$ cat config.mk
export PLATFORM = sky130hd
export DESIGN_NAME = mcsr_unit
export DESIGN_NICKNAME = d
export VERILOG_FILES = /design/src/rtl/mcsr_pkg.sv /design/src/rtl/mcsr_decode.sv /design/src/rtl/mcsr_rmw.sv /design/src/rtl/mcsr_unit.sv
export SDC_FILE = /design/constraint.sdc
export NUM_CORES = 1
export LEC_CHECK = 0
export CAP_MARGIN = 40
export CELL_PAD_IN_SITES_DETAIL_PLACEMENT = 2
export CELL_PAD_IN_SITES_GLOBAL_PLACEMENT = 2
export CORE_ASPECT_RATIO = 0.7
export CORE_MARGIN = 2
export CORE_UTILIZATION = 34
export CTS_CLUSTER_DIAMETER = 100
export DETAILED_ROUTE_END_ITERATION = 6
export GPL_TIMING_DRIVEN = 0
export PLACE_DENSITY = 0.82
export SYNTH_ARGS = -nofsm -noshare
export SYNTH_HDL_FRONTEND = slang
export SYNTH_SLANG_ARGS = --single-unit
$ cat constraint.sdc
create_clock -name clk -period 6.47 [get_ports clk]
set_input_delay 1.941 -clock clk [delete_from_list [all_inputs] [get_ports clk]]
set_output_delay 1.941 -clock clk [all_outputs]
set_load 0.005 [all_outputs]
$ cat src/rtl/mcsr_pkg.sv
package mcsr_pkg;
  localparam int ADDR_W  = 12;
  localparam int NUM_CSR = 9;

  typedef enum logic [3:0] {
    S_STATUS, S_ISA, S_IE, S_TVEC, S_SCRATCH, S_EPC, S_CAUSE, S_BAD, S_IP
  } csr_sel_e;

  localparam logic [ADDR_W-1:0] A_STATUS  = 12'h300;
  localparam logic [ADDR_W-1:0] A_ISA     = 12'h301;
  localparam logic [ADDR_W-1:0] A_IE      = 12'h304;
  localparam logic [ADDR_W-1:0] A_TVEC    = 12'h305;
  localparam logic [ADDR_W-1:0] A_SCRATCH = 12'h340;
  localparam logic [ADDR_W-1:0] A_EPC     = 12'h341;
  localparam logic [ADDR_W-1:0] A_CAUSE   = 12'h342;
  localparam logic [ADDR_W-1:0] A_BAD     = 12'h343;
  localparam logic [ADDR_W-1:0] A_IP      = 12'h344;

  // index order follows csr_sel_e
  localparam logic [ADDR_W-1:0] CSR_ADDR [NUM_CSR] = '{
    A_STATUS, A_ISA, A_IE, A_TVEC, A_SCRATCH, A_EPC, A_CAUSE, A_BAD, A_IP
  };

  typedef enum logic [1:0] {
    OP_NONE  = 2'b00,
    OP_WRITE = 2'b01,
    OP_SET   = 2'b10,
    OP_CLEAR = 2'b11
  } csr_op_e;

  localparam int ST_IE_BIT   = 3;
  localparam int ST_PIE_BIT  = 7;
  localparam int ST_PRIV_LO  = 11;
  localparam int IMM_W       = 5;
endpackage

$ cat src/rtl/mcsr_decode.sv
module mcsr_decode
  import mcsr_pkg::*;
(
  input  logic [ADDR_W-1:0]  addr,
  output logic [NUM_CSR-1:0] sel,
  output logic               hit
);
  for (genvar g = 0; g < NUM_CSR; g++) begin : g_match
    assign sel[g] = (addr == CSR_ADDR[g]);
  end
  assign hit = |sel;
endmodule

$ cat src/rtl/mcsr_rmw.sv
module mcsr_rmw
  import mcsr_pkg::*;
#(
  parameter int XLEN = 32
) (
  input  logic [2:0]       funct3,
  input  logic [IMM_W-1:0] rs1_idx,
  input  logic [XLEN-1:0]  src,
  input  logic [XLEN-1:0]  old,
  output logic [XLEN-1:0]  wdata,
  output logic             wr_req,
  output logic             op_ok
);
  csr_op_e         op;
  logic [XLEN-1:0] operand;
  logic [XLEN-1:0] set_m;
  logic [XLEN-1:0] clr_m;

  always_comb begin
    op      = csr_op_e'(funct3[1:0]);
    operand = funct3[2] ? {{(XLEN-IMM_W){1'b0}}, rs1_idx} : src;
    set_m   = '0;
    clr_m   = '0;
    wr_req  = 1'b0;
    op_ok   = 1'b1;
    case (op)
      OP_WRITE: begin clr_m = '1; set_m = operand; wr_req = 1'b1; end
      OP_SET:   begin set_m = operand; wr_req = (rs1_idx != '0); end
      OP_CLEAR: begin clr_m = operand; wr_req = (rs1_idx != '0); end
      default:  op_ok = 1'b0;
    endcase
    wdata = (old & ~clr_m) | set_m;
  end
endmodule

$ cat src/rtl/mcsr_unit.sv
module mcsr_unit
  import mcsr_pkg::*;
#(
  parameter int XLEN   = 32,
  parameter int CODE_W = 5
) (
  input  logic              clk,
  input  logic              rst_n,
  input  logic              csr_valid,
  output logic              csr_ready,
  input  logic [ADDR_W-1:0] csr_addr,
  input  logic [2:0]        csr_funct3,
  input  logic [IMM_W-1:0]  csr_rs1_idx,
  input  logic [XLEN-1:0]   csr_src,
  output logic [XLEN-1:0]   csr_rdata,
  output logic              csr_illegal,
  input  logic              trap_valid,
  input  logic              trap_is_irq,
  input  logic [CODE_W-1:0] trap_code,
  input  logic              trap_has_value,
  input  logic [XLEN-1:0]   trap_value,
  input  logic [XLEN-1:0]   trap_pc,
  output logic [XLEN-1:0]   trap_target
);
  localparam int PAD_W = XLEN - 1 - CODE_W;

  logic [NUM_CSR-1:0] sel;
  logic               hit;
  logic [XLEN-1:0]    old_val;
  logic [XLEN-1:0]    wdata;
  logic               wr_req;
  logic               op_ok;
  logic               do_write;

  logic            st_ie, st_pie;
  logic [XLEN-1:0] ie_q, ip_q, tvec_q, scratch_q, epc_q, cause_q, bad_q;
  logic [XLEN-1:0] status_rd;
  logic [XLEN-1:0] rd_vec [NUM_CSR];

  mcsr_decode u_dec (
    .addr (csr_addr),
    .sel  (sel),
    .hit  (hit)
  );

  mcsr_rmw #(.XLEN(XLEN)) u_rmw (
    .funct3  (csr_funct3),
    .rs1_idx (csr_rs1_idx),
    .src     (csr_src),
    .old     (old_val),
    .wdata   (wdata),
    .wr_req  (wr_req),
    .op_ok   (op_ok)
  );

  always_comb begin
    status_rd                           = '0;
    status_rd[ST_IE_BIT]                = st_ie;
    status_rd[ST_PIE_BIT]               = st_pie;
    status_rd[ST_PRIV_LO+1:ST_PRIV_LO]  = 2'b11;
  end

  assign rd_vec[S_STATUS]  = status_rd;
  assign rd_vec[S_ISA]     = '0;
  assign rd_vec[S_IE]      = ie_q;
  assign rd_vec[S_TVEC]    = tvec_q;
  assign rd_vec[S_SCRATCH] = scratch_q;
  assign rd_vec[S_EPC]     = epc_q;
  assign rd_vec[S_CAUSE]   = cause_q;
  assign rd_vec[S_BAD]     = bad_q;
  assign rd_vec[S_IP]      = ip_q;

  always_comb begin
    old_val = '0;
    for (int i = 0; i < NUM_CSR; i++) begin
      if (sel[i]) old_val = old_val | rd_vec[i];
    end
  end

  assign csr_ready   = !trap_valid;
  assign csr_illegal = csr_valid && (!hit || !op_ok);
  assign csr_rdata   = (csr_valid && !csr_illegal) ? old_val : '0;
  assign do_write    = csr_valid && csr_ready && !csr_illegal && wr_req;
  assign trap_target = tvec_q;

  always_ff @(posedge clk) begin
    if (!rst_n) begin
      st_ie     <= 1'b0;
      st_pie    <= 1'b0;
      ie_q      <= '0;
      ip_q      <= '0;
      tvec_q    <= '0;
      scratch_q <= '0;
      epc_q     <= '0;
      cause_q   <= '0;
      bad_q     <= '0;
    end else if (trap_valid) begin
      cause_q <= {trap_is_irq, {PAD_W{1'b0}}, trap_code};
      epc_q   <= trap_pc;
      st_pie  <= st_ie;
      st_ie   <= 1'b0;
      if (trap_has_value) bad_q <= trap_value;
    end else if (do_write) begin
      if (sel[S_STATUS]) begin
        st_ie  <= wdata[ST_IE_BIT];
        st_pie <= wdata[ST_PIE_BIT];
      end
      if (sel[S_IE])      ie_q      <= wdata;
      if (sel[S_IP])      ip_q      <= wdata;
      if (sel[S_TVEC])    tvec_q    <= {wdata[XLEN-1:2], 2'b00};
      if (sel[S_SCRATCH]) scratch_q <= wdata;
      if (sel[S_EPC])     epc_q     <= wdata;
      if (sel[S_CAUSE])   cause_q   <= wdata;
      if (sel[S_BAD])     bad_q     <= wdata;
    end
  end
endmodule

==> results by group, run 1 <==
Status
  – Run status: complete, but fails checks
  – Violations in the final reports: design-rule violations, negative setup slack

Synth
  – Most common cell in the netlist: dfxtp_1
  – Combined area of all synthesized cells: 11,300 µm²
  – Syn Inst Count: 1,364
  – Ranking of synthesized cells by area: dfxtp_1 (40%), a21oi_1 (9.6%), o21ai_0 (5.7%)
  – Mean post-synth cell area: 8.30 µm²
  – Share of the synthesized area in the top cell type: 39.6%
  – Yosys reg bits: 224
  – Most common library cells after synthesis: dfxtp_1 (224), a21oi_1 (218), o21ai_0 (128), clkbuf_1 (105), nor2_1 (85)
  – Cell variety after synth: 71
  – Count of yosys warnings during synthesis: 0
  – Proportion of synthesized chip area in sequential cells: 39.6%
  – EDFF count, synth: 0
  – Primary flip-flop cell chosen by synthesis mapping: dfxtp_1
  – Cell accounting for the most synthesized area: dfxtp_1
  – Fraction of synthesis flops using an asynchronous set or reset pin: 0%

Clocking
  – TritonCTS clock tree: yes
  – Source-to-sink clock delay at the later pin of the worst-skew pair: 580 ps
  – Number of clock sinks: 224
  – Buffer cell driving the clock tree root: clkbuf_16
  – Number of buffers on the longest clock path: 3
  – Number of clock buffers inserted by TritonCTS: 25
  – Post-CTS Hold Fix Bufs: 0
  – H-tree levels: 1
  – Clock-pin slew on the worst setup and hold paths: 60 ps

GRT
  – Initial antenna violation count: 2
  – Grt ovf: 0
  – Maximum number of pins on one net before global-route repair: 14
  – Vias in the first global route: roughly 14,000
  – Aggregate global-route resource usage: ~37%
  – First-pass GRT wire length: 94,400 µm

Die
  – Die Width: between 200 and 250 µm
  – Io pins: 193
  – CORE AREA: 32,600 µm²
  – Effective utilization at floorplan: around a third
  – Std cell rows: 55
  – Die outline area: 34,800 µm²
  – Height of the die: 157 µm

Timing
  – Worst hold slack across all endpoints: 486 ps
  – Post-route clock period utilization: 100%
  – Final worst setup slack: -25.0 ps
  – Post-route clock skew: 25.0 ps
  – RSZ-0062 raised after global routing: true
  – Total count of hold-check failures in the final report: 0
  – Final Max Slew Viols: 0
  – Setup violation total in the final timing report: 2
  – Pin slew with the least headroom to its limit: 983 ps
  – Top achievable clock speed: 0.154 GHz
  – Post-layout minimum cycle time: 6490 ps
  – Relative slew slack: 34.4%
  – Accumulated negative setup slack: -46.6 ps

Layout
  – Final #Nets: 1,736
  – Number of antenna cells inserted: 0
  – Share of layout cells above drive strength 1: 12.5%
  – Syn-to-layout area delta: 33.7%

Worst setup path
  – Crit Path Max Fanout: 10
  – Setup Crit Path Kind: in -> out
  – Nature of the critical path endpoint: output pin
  – Worst Setup Start Kind: input port
  – Critical path data required time: 4530 ps
  – Signal arrival time at the worst endpoint: 4550 ps

Drt
  – Number of design-rule violations left by the first detailed-router iteration: 1,888
  – Avg WL per Cell: 32.1 µm
  – Pre-Repair DR Iteration Count: 7
  – Routed vias/inst: approximately 6.6
  – Drt total wl: roughly 66,000 µm
  – Count of nets left with antenna violations after detail routing: 0
  – Overall via count from detail_route: 13,600
  – Post-detailed-route DRC marker count: 1

Placement
  – Final weighted congestion of routability-driven global placement: 0.961
  – Count of buffers inserted at the top-level ports: between 150 and 200
  – HPWL reported at the end of detailed placement: just under 50,000 µm

Hold path
  – Worst min path class: reg -> reg

Pwr
  – P_leak: 5.34 nW
  – Worst supply voltage drop on vdd: 0.144 mV
  – P per Cell Area: 221 nW/µm²

Job
  – Number of max-capacitance violations reported: 0
==> kinds of logic (layout without fill, tap and decap cells) <==
kind of cell | count (synthesis) | in the layout | share of synthesized area [%]
AOI/OAI and AO/OA | 617 | 617 | 34.4
and+or+nand+nor | 303 | 303 | 14.7
DFF | 224 | 224 | 39.6
buffers and inverters | 163 | 421 | 5.92
muxes | 53 | 53 | 5.01
adders and majority gates | 3 | 3 | 0.332
other | 1 | 2 | 0.0331
==> metrics by stage <==
| step | std cells | utilization [%] | area, µm² | power, W | worst slack (ps) |
|---|---|---|---|---|---|
| CTS | 2040 | 46.0 | 15000 | 0.00331 | 0.0835 |
| finish | 2050 | 46.5 | 15100 | 0.00334 | -25.0 |
| floorplan | 1365 | - | 11300 | 0.00162 | 971 |
| detailed placement | 1988 | 42.4 | 13800 | 0.00184 | -1250 |
| global placement | 1976 | 42.1 | 13700 | 0.00182 | -1730 |
| global route | 2050 | 46.5 | 15100 | 0.00341 | -58.1 |
==> cell usage in the layout, fill, tap and decap left out, types with 14 or more instances in the layout <==
cell type and instances:
clkbuf_1 86, o21ai_0 127, buf_4 35, a211oi_1 20, clkbuf_16 27, a21oi_1 216
dfxtp_1 224, a32oi_1 33, o21ai_1 20, o221ai_1 14, nand3_1 28, clkdlybuf4s50_1 170
a22oi_1 17, o22ai_1 35, inv_1 24, nand4_1 51, mux2i_1 22, a32o_1 17
nor2b_1 16, a211o_1 26, a22o_1 20, nor2_1 80, mux2_2 25, buf_2 22
nand2_1 56
==> worst max-delay path: stages <==
cell and delay, ps:
clkdlybuf4s50_1 530, and4bb_4 350, buf_8 180, buf_4 150, nand3_2 150, buf_6 210, o2111ai_2 240, a21oi_1 100
nor2_1 160, clkdlybuf4s50_1 530
==> area by class of cell <==
cell class,count,area [µm²]
inverter,25,93.8
fill,3553,17400
timing repair buffer,215,2060
tap,427,534
clock inverter,10,118
sequential,224,4480
buffer,137,718
clock buffer,34,699
multi-input combinational,978,6420
==> routing by layer <==
metal | GRT usage (%) | routed length [µm] | vias to the layer above
met5 | 0 | 0 | -
met4 | 11.7 | 1950 | 0
met2 | 54.0 | 27300 | 853
met1 | 52.0 | 29400 | 6889
li1 | - | - | 5695
met3 | 8.62 | 7140 | 144
==> state kept, by name, summed over array words and instances (netlist names) <==
| name | flops |
|---|---|
| st_ie | 1 |
| ie_q | 32 |
| scratch_q | 32 |
| bad_q | 32 |
| st_pie | 1 |
| cause_q | 32 |
| epc_q | 32 |
| ip_q | 32 |
| trap_target | 30 |
==> worst paths after layout <==
check	startpoint	endpoint	slack, ps	cells past startpoint
worst max-delay path	csr_addr[9]	csr_rdata[23]	-20	10
worst min register to register	bad_q[7]	bad_q[7]	490	1
worst min-delay path	bad_q[7]	bad_q[7]	490	1
worst max register to register	bad_q[5]	epc_q[5]	3880	6
==> report_power, final <==
part / internal (W) / switching [W]
sequential: 0.00140 / 0.0000148
combinational: 0.000161 / 0.000268
clock: 0.000839 / 0.000657
==> timing repair <==
item | in CTS | in global routing
setup endpoints to repair | 33 | 25
pin swaps | 5 | 4
buffers inserted | 8 | 4
resized for setup | 92 | 37
Note: power is estimated with default switching activity, not from simulation.
==> run 2, diff against run 1 <==
CORE_MARGIN = default   (was 2)
==> run 2 against run 1 <==
  * Critical path type unchanged
  * The run still ends with design-rule violations, negative setup slack left
  * Worst setup slack worse by 38 ps
  * Global-route usage up 1.7 points
  * Critical path depth down 1
  * Register-to-register slack worse by 110 ps
  * Largest cell class unchanged
==> results by group, run 2 (synthesized netlist as in run 1, its figures left out) <==
Status
  – Run status: complete, but fails checks (unchanged)
  – Violations in the final reports: design-rule violations, negative setup slack (unchanged)

Drt
  – Routed vias/inst: 6.82 (was 6.62)
  – Overall via count from detail_route: 14,000 (was 13,600)
  – Post-detailed-route DRC marker count: 28 (was 1)
  – Number of design-rule violations left by the first detailed-router iteration: 1,748 (was 1,888)
  – Pre-Repair DR Iteration Count: 7 (unchanged)
  – Drt total wl: 68,300 µm (was 65,800 µm)
  – Count of nets left with antenna violations after detail routing: 0 (unchanged)
  – Avg WL per Cell: 33.2 µm (was 32.1 µm)

Clocking
  – Source-to-sink clock delay at the later pin of the worst-skew pair: 580 ps (about the same)
  – Number of clock sinks: 224 (unchanged)
  – Number of buffers on the longest clock path: 3 (unchanged)
  – Buffer cell driving the clock tree root: clkbuf_16 (unchanged)
  – H-tree levels: 1 (unchanged)
  – TritonCTS clock tree: yes (unchanged)
  – Number of clock buffers inserted by TritonCTS: 25 (unchanged)
  – Clock-pin slew on the worst setup and hold paths: 70 ps (was 60 ps)

Worst setup path
  – Setup crit start: csr_addr[7] (was csr_addr[9])
  – Nature of the critical path endpoint: output pin (unchanged)
  – Setup Crit Path Kind: in -> out (unchanged)
  – Worst Setup Start Kind: input port (unchanged)
  – Signal arrival time at the worst endpoint: 4590 ps (was 4550 ps)
  – Critical path data required time: 4530 ps (about the same)
  – Crit Path Max Fanout: 10 (unchanged)
  – RR Startpoint: bad_q[9] (was bad_q[5])

Timing
  – Pin slew with the least headroom to its limit: 1030 ps (was 983 ps)
  – Post-route clock period utilization: 101% (was 100%)
  – Relative slew slack: 31.2% (was 34.4%)
  – Top achievable clock speed: 0.153 GHz (was 0.154 GHz)
  – Post-route clock skew: 25.2 ps (was 25.0 ps)
  – Final Max Slew Viols: 0 (unchanged)
  – Setup violation total in the final timing report: 4 (was 2)
  – RSZ-0062 raised after global routing: true (unchanged)
  – Worst hold slack across all endpoints: 492 ps (was 486 ps)
  – Final worst setup slack: -62.9 ps (was -25.0 ps)
  – Total count of hold-check failures in the final report: 0 (unchanged)
  – Post-layout minimum cycle time: 6530 ps (was 6490 ps)

GRT
  – Aggregate global-route resource usage: 38.2% (was 36.5%)
  – Initial antenna violation count: 2 (unchanged)
  – Vias in the first global route: 13,800 (about the same)
  – Maximum number of pins on one net before global-route repair: 15 (was 14)
  – First-pass GRT wire length: 95,600 µm (was 94,400 µm)
  – Grt ovf: 0 (unchanged)

Layout
  – Commonest cells after routing, fill and taps aside: dfxtp_1 (224), a21oi_1 (216), clkdlybuf4s50_1 (171) (was dfxtp_1 (224), a21oi_1 (216), clkdlybuf4s50_1 (170))
  – Final #Nets: 1,741 (was 1,736)
  – Syn-to-layout area delta: 35.1% (was 33.7%)
  – Share of layout cells above drive strength 1: 13.2% (was 12.5%)
  – Post-Layout Inst Area: 15,300 µm² (was 15,100 µm²)
  – Number of antenna cells inserted: 0 (unchanged)
  – Final Non-Filler Cells: 2,057 (was 2,050)
  – Most common cell after layout, fill and taps aside: dfxtp_1 (unchanged)

Placement
  – Count of buffers inserted at the top-level ports: 184 (unchanged)
  – HPWL reported at the end of detailed placement: 48,200 µm (was 48,000 µm)
  – Final weighted congestion of routability-driven global placement: 0.957 (was 0.961)
  – Worst setup slack before clock tree synthesis: -1190 ps (was -1250 ps)
  – Post-placement cell area: 13,800 µm² (about the same)
  – Placed Cells incl. Taps: 1,990 (was 1,988)

Die
  – Die outline area: 34,000 µm² (was 34,800 µm²)
  – Height of the die: 155 µm (was 157 µm)
  – Io pins: 193 (unchanged)
  – Effective utilization at floorplan: 34.8% (unchanged)
  – Die Width: 220 µm (was 222 µm)
  – CORE AREA: 32,600 µm² (unchanged)
  – Std cell rows: 55 (unchanged)

Pwr
  – P per Cell Area: 228 nW/µm² (was 221 nW/µm²)
  – P_leak: 5.38 nW (was 5.34 nW)
  – Worst supply voltage drop on vdd: 0.179 mV (was 0.144 mV)
  – Post-route total power: 0.00349 W (was 0.00334 W)

Hold path
  – Worst min path class: reg -> reg (unchanged)
  – Start point of the worst min-delay path: bad_q[7] (unchanged)

Job
  – Number of max-capacitance violations reported: 0 (unchanged)
run 2: changes by cell type in the layout (fill, tap and decap cells not counted), sizes merged:
| cell | change |
|---|---|
| clkinvlp | +2 |
| dlymetal6s2s | +2 |
| dlygate4sd2 | -5 |
| buf | +5 |
| clkbuf | -2 |
| clkdlybuf4s15 | +1 |
| clkdlybuf4s50 | +1 |
| bufinv | +3 |
run 2: power breakdown:
group / switching [W] / internal [W] / total (W) / leakage, nW
Sequential: 0.0000157 / 0.00140 / 0.00142 / 1.82
Combinational: 0.000275 / 0.000161 / 0.000436 / 3.13
Clock: 0.000677 / 0.000962 / 0.00164 / 0.444
Total: 0.000967 / 0.00253 / 0.00349 / 5.38
run 2: final cells by class:
class | instances | area (µm²)
buffer | 137 | 709
timing repair buffer | 220 | 2110
clock inverter | 15 | 226
tap | 427 | 534
inverter | 25 | 93.8
clock buffer | 31 | 688
multi-input combinational | 978 | 6450
fill | 3600 | 17300
sequential | 224 | 4480
run 2: repair_timing:
action,in CTS,in global routing
endpoints found under the setup margin,32,30
resized for setup,82,50
pin swaps,5,4
buffers inserted,7,8
hold buffers,0,0
cloned,1,0
run 2: path summary, 6_finish.rpt:
check,endpoint,slack [ps],depth (start not counted)
setup / recovery,csr_rdata[30],-60,9
hold / removal,bad_q[7],490,1
setup reg to reg,epc_q[9],3770,6
hold reg to reg,bad_q[7],490,1
run 2: metrics by stage:
stage | TNS, ps | utilization [%]
floorplan | 0 | -
global placement | -40180 | 42.1
detailed placement | -27750 | 42.4
CTS | -118 | 46.2
global route | -162 | 47.0
finish | -153 | 47.0
run 2: critical path, stage by stage:
cell	delay, ps
dlygate4sd2_1	360
nor4b_4	350
buf_4	230
nand2_2	260
buf_4	310
a31oi_2	220
a21oi_1	160
nor2_2	210
clkdlybuf4s50_1	540
run 2: layer usage:
metal	track usage (%)	up-vias	part of all wire, %
li1	-	5716	-
met1	55.1	7149	43
met2	55.9	983	42
met3	9.60	179	12
met4	10.3	2	3.1
met5	0	-	0.018
==> run 3, diff against run 2 <==
CTS_CLUSTER_DIAMETER = 50   (was 100)
==> run 3 against run 2 <==
  * The flow still finishes with violations (design-rule violations, negative setup slack)
  * Clock skew down 5.5 ps
  * Clock power grew 3%
  * Die area unchanged
  * Via count decreased by 1.4%
  * Sequential share of layout area fell by 0.17 points
  * Count of clock-buffer cells in the layout increased by 1
  * Global-route usage rose by 0.39 points
  * Register-to-register slack lost 20 ps
  * Non-clock buffer count up 6
  * Final cell count is 0.58% higher
  * Combinational power about the same
  * Maximum frequency decreased by 0.24%
  * Highest routed layer unchanged
==> results by group, run 3 (synthesized netlist as in run 1, its figures left out) <==
Layout
  – Final #Nets: 1,750 (was 1,741)
  – Commonest cells after routing, fill and taps aside: dfxtp_1 (224), a21oi_1 (215), clkdlybuf4s50_1 (168) (was dfxtp_1 (224), a21oi_1 (216), clkdlybuf4s50_1 (171))
  – Final core utilization: 47.3% (was 47.0%)
  – Syn-to-layout area delta: 35.9% (was 35.1%)
  – Share of layout cells above drive strength 1: 13.5% (was 13.2%)
  – Most common cell after layout, fill and taps aside: dfxtp_1 (unchanged)
  – Number of antenna cells inserted: 0 (unchanged)

Timing
  – Relative slew slack: 30.8% (was 31.2%)
  – Worst hold slack across all endpoints: 500 ps (was 492 ps)
  – Final Max Slew Viols: 0 (unchanged)
  – Accumulated negative setup slack: -205 ps (was -153 ps)
  – Post-layout minimum cycle time: 6550 ps (was 6530 ps)
  – Pin slew with the least headroom to its limit: 1040 ps (was 1030 ps)
  – Post-route clock period utilization: 101% (about the same)
  – Post-route clock skew: 19.7 ps (was 25.2 ps)
  – Setup violation total in the final timing report: 6 (was 4)
  – RSZ-0062 raised after global routing: true (unchanged)
  – Total count of hold-check failures in the final report: 0 (unchanged)
  – Final worst setup slack: -78.9 ps (was -62.9 ps)
  – Top achievable clock speed: 0.153 GHz (about the same)

Die
  – Effective utilization at floorplan: 34.8% (unchanged)
  – CORE AREA: 32,600 µm² (unchanged)
  – Height of the die: 155 µm (unchanged)
  – Die outline area: 34,000 µm² (unchanged)
  – Std cell rows: 55 (unchanged)
  – Io pins: 193 (unchanged)
  – Die Width: 220 µm (unchanged)

Pwr
  – P per Cell Area: 230 nW/µm² (was 228 nW/µm²)
  – Switching portion of total power: 28.5% (was 27.7%)
  – Gate power share: 12.3% (was 12.5%)
  – Internal power: 0.00253 W (about the same)
  – Switch Pwr: 0.00101 W (was 0.000967 W)
  – P_leak: 5.48 nW (was 5.38 nW)
  – Portion of total power attributed to the clock network: 47.7% (was 46.9%)
  – Worst supply voltage drop on vdd: 0.187 mV (was 0.179 mV)
  – Relative contribution of sequential cells to total power: 40.1% (was 40.6%)

Clocking
  – Buffer cell driving the clock tree root: clkbuf_16 (unchanged)
  – Source-to-sink clock delay at the later pin of the worst-skew pair: 590 ps (was 580 ps)
  – Number of buffers on the longest clock path: 3 (unchanged)
  – Number of clock buffers inserted by TritonCTS: 28 (was 25)
  – Number of clock sinks: 224 (unchanged)
  – Clock-pin slew on the worst setup and hold paths: 60 ps (was 70 ps)
  – H-tree levels: 1 (unchanged)
  – TritonCTS clock tree: yes (unchanged)
  – Post-CTS Hold Fix Bufs: 0 (unchanged)

GRT
  – Maximum number of pins on one net before global-route repair: 15 (unchanged)
  – Vias in the first global route: 14,000 (was 13,800)
  – Aggregate global-route resource usage: 38.6% (was 38.2%)
  – First-pass GRT wire length: 96,400 µm (was 95,600 µm)
  – Grt ovf: 0 (unchanged)
  – Initial antenna violation count: 3 (was 2)

Placement
  – Count of buffers inserted at the top-level ports: 184 (unchanged)
  – Final weighted congestion of routability-driven global placement: 0.957 (unchanged)
  – HPWL reported at the end of detailed placement: 48,200 µm (unchanged)

Worst setup path
  – Worst Setup Start Kind: input port (unchanged)
  – Nature of the critical path endpoint: output pin (unchanged)
  – Setup Crit Path Kind: in -> out (unchanged)
  – Critical path data required time: 4530 ps (about the same)
  – Signal arrival time at the worst endpoint: 4610 ps (was 4590 ps)
  – Crit Path Max Fanout: 10 (unchanged)

Drt
  – Routed vias/inst: 6.68 (was 6.82)
  – Avg WL per Cell: 33.0 µm (was 33.2 µm)
  – Pre-Repair DR Iteration Count: 7 (unchanged)
  – Overall via count from detail_route: 13,800 (was 14,000)
  – Number of design-rule violations left by the first detailed-router iteration: 2,001 (was 1,748)
  – Drt total wl: 68,300 µm (about the same)
  – Post-detailed-route DRC marker count: 27 (was 28)
  – Count of nets left with antenna violations after detail routing: 0 (unchanged)

Status
  – Violations in the final reports: design-rule violations, negative setup slack (unchanged)
  – Run status: complete, but fails checks (unchanged)

Hold path
  – Worst min path class: reg -> reg (unchanged)

Job
  – Number of max-capacitance violations reported: 0 (unchanged)
[run 3: routing by layer]
layer	part of all wire, %	wire (µm)	track usage, %	vias up
met5	0.022	15	0	-
met4	2.8	1900	10.3	2
met3	12	7910	8.93	174
met2	42	28900	57.1	882
met1	43	29500	55.7	7037
li1	-	-	-	5731
[run 3: power by group through the flow]
stage	Sequential, W	Combinational, W	Clock [W]
after floorplan	0.00144	0.000179	0
after global placement	0.00145	0.000375	0
after detailed placement	0.00145	0.000391	0
after CTS	0.00142	0.000409	0.00167
after global routing	0.00142	0.000443	0.00174
final	0.00142	0.000435	0.00169
[run 3: what timing repair did]
item | in CTS | in global routing
resized for setup | 97 | 34
pin swaps | 5 | 4
gates cloned | 2 | 0
endpoints found under the setup margin | 32 | 28
setup buffers | 9 | 10
[run 3: area by class of cell]
cell class | count | area [µm²]
fillers | 3566 | 17200
multi-input cells | 978 | 6410
flip-flops and latches | 224 | 4480
repair buffers | 225 | 2150
plain buffers | 138 | 744
clock buffers | 32 | 716
well taps | 427 | 534
clock inverters | 20 | 243
inverters | 25 | 93.8
[run 3: metrics by stage]
| step | cell area [µm²] | total power, W | cells | setup WS, ps |
|---|---|---|---|---|
| floorplan | 11300 | 0.00162 | 1365 | 971 |
| global placement | 13700 | 0.00182 | 1976 | -1670 |
| detailed placement | 13800 | 0.00184 | 1990 | -1190 |
| CTS | 15200 | 0.00350 | 2053 | -26.6 |
| global route | 15400 | 0.00360 | 2069 | -75.2 |
| finish | 15400 | 0.00354 | 2069 | -78.9 |
[run 3: final timing paths]
kind | start | to | slack [ps] | cells after the start
worst min register to register | bad_q[7] | bad_q[7] | 500 | 1
worst min-delay path | bad_q[7] | bad_q[7] | 500 | 1
worst max register to register | bad_q[9] | epc_q[9] | 3750 | 6
worst max-delay path | csr_addr[4] | csr_rdata[25] | -80 | 8
[run 3: critical path, stage by stage]
cell	delay, ps
dlygate4sd2_1	360
nor4_4	440
buf_2	370
nand2_1	310
nor2_1	220
a211o_1	220
nor2b_1	190
clkdlybuf4s50_1	540
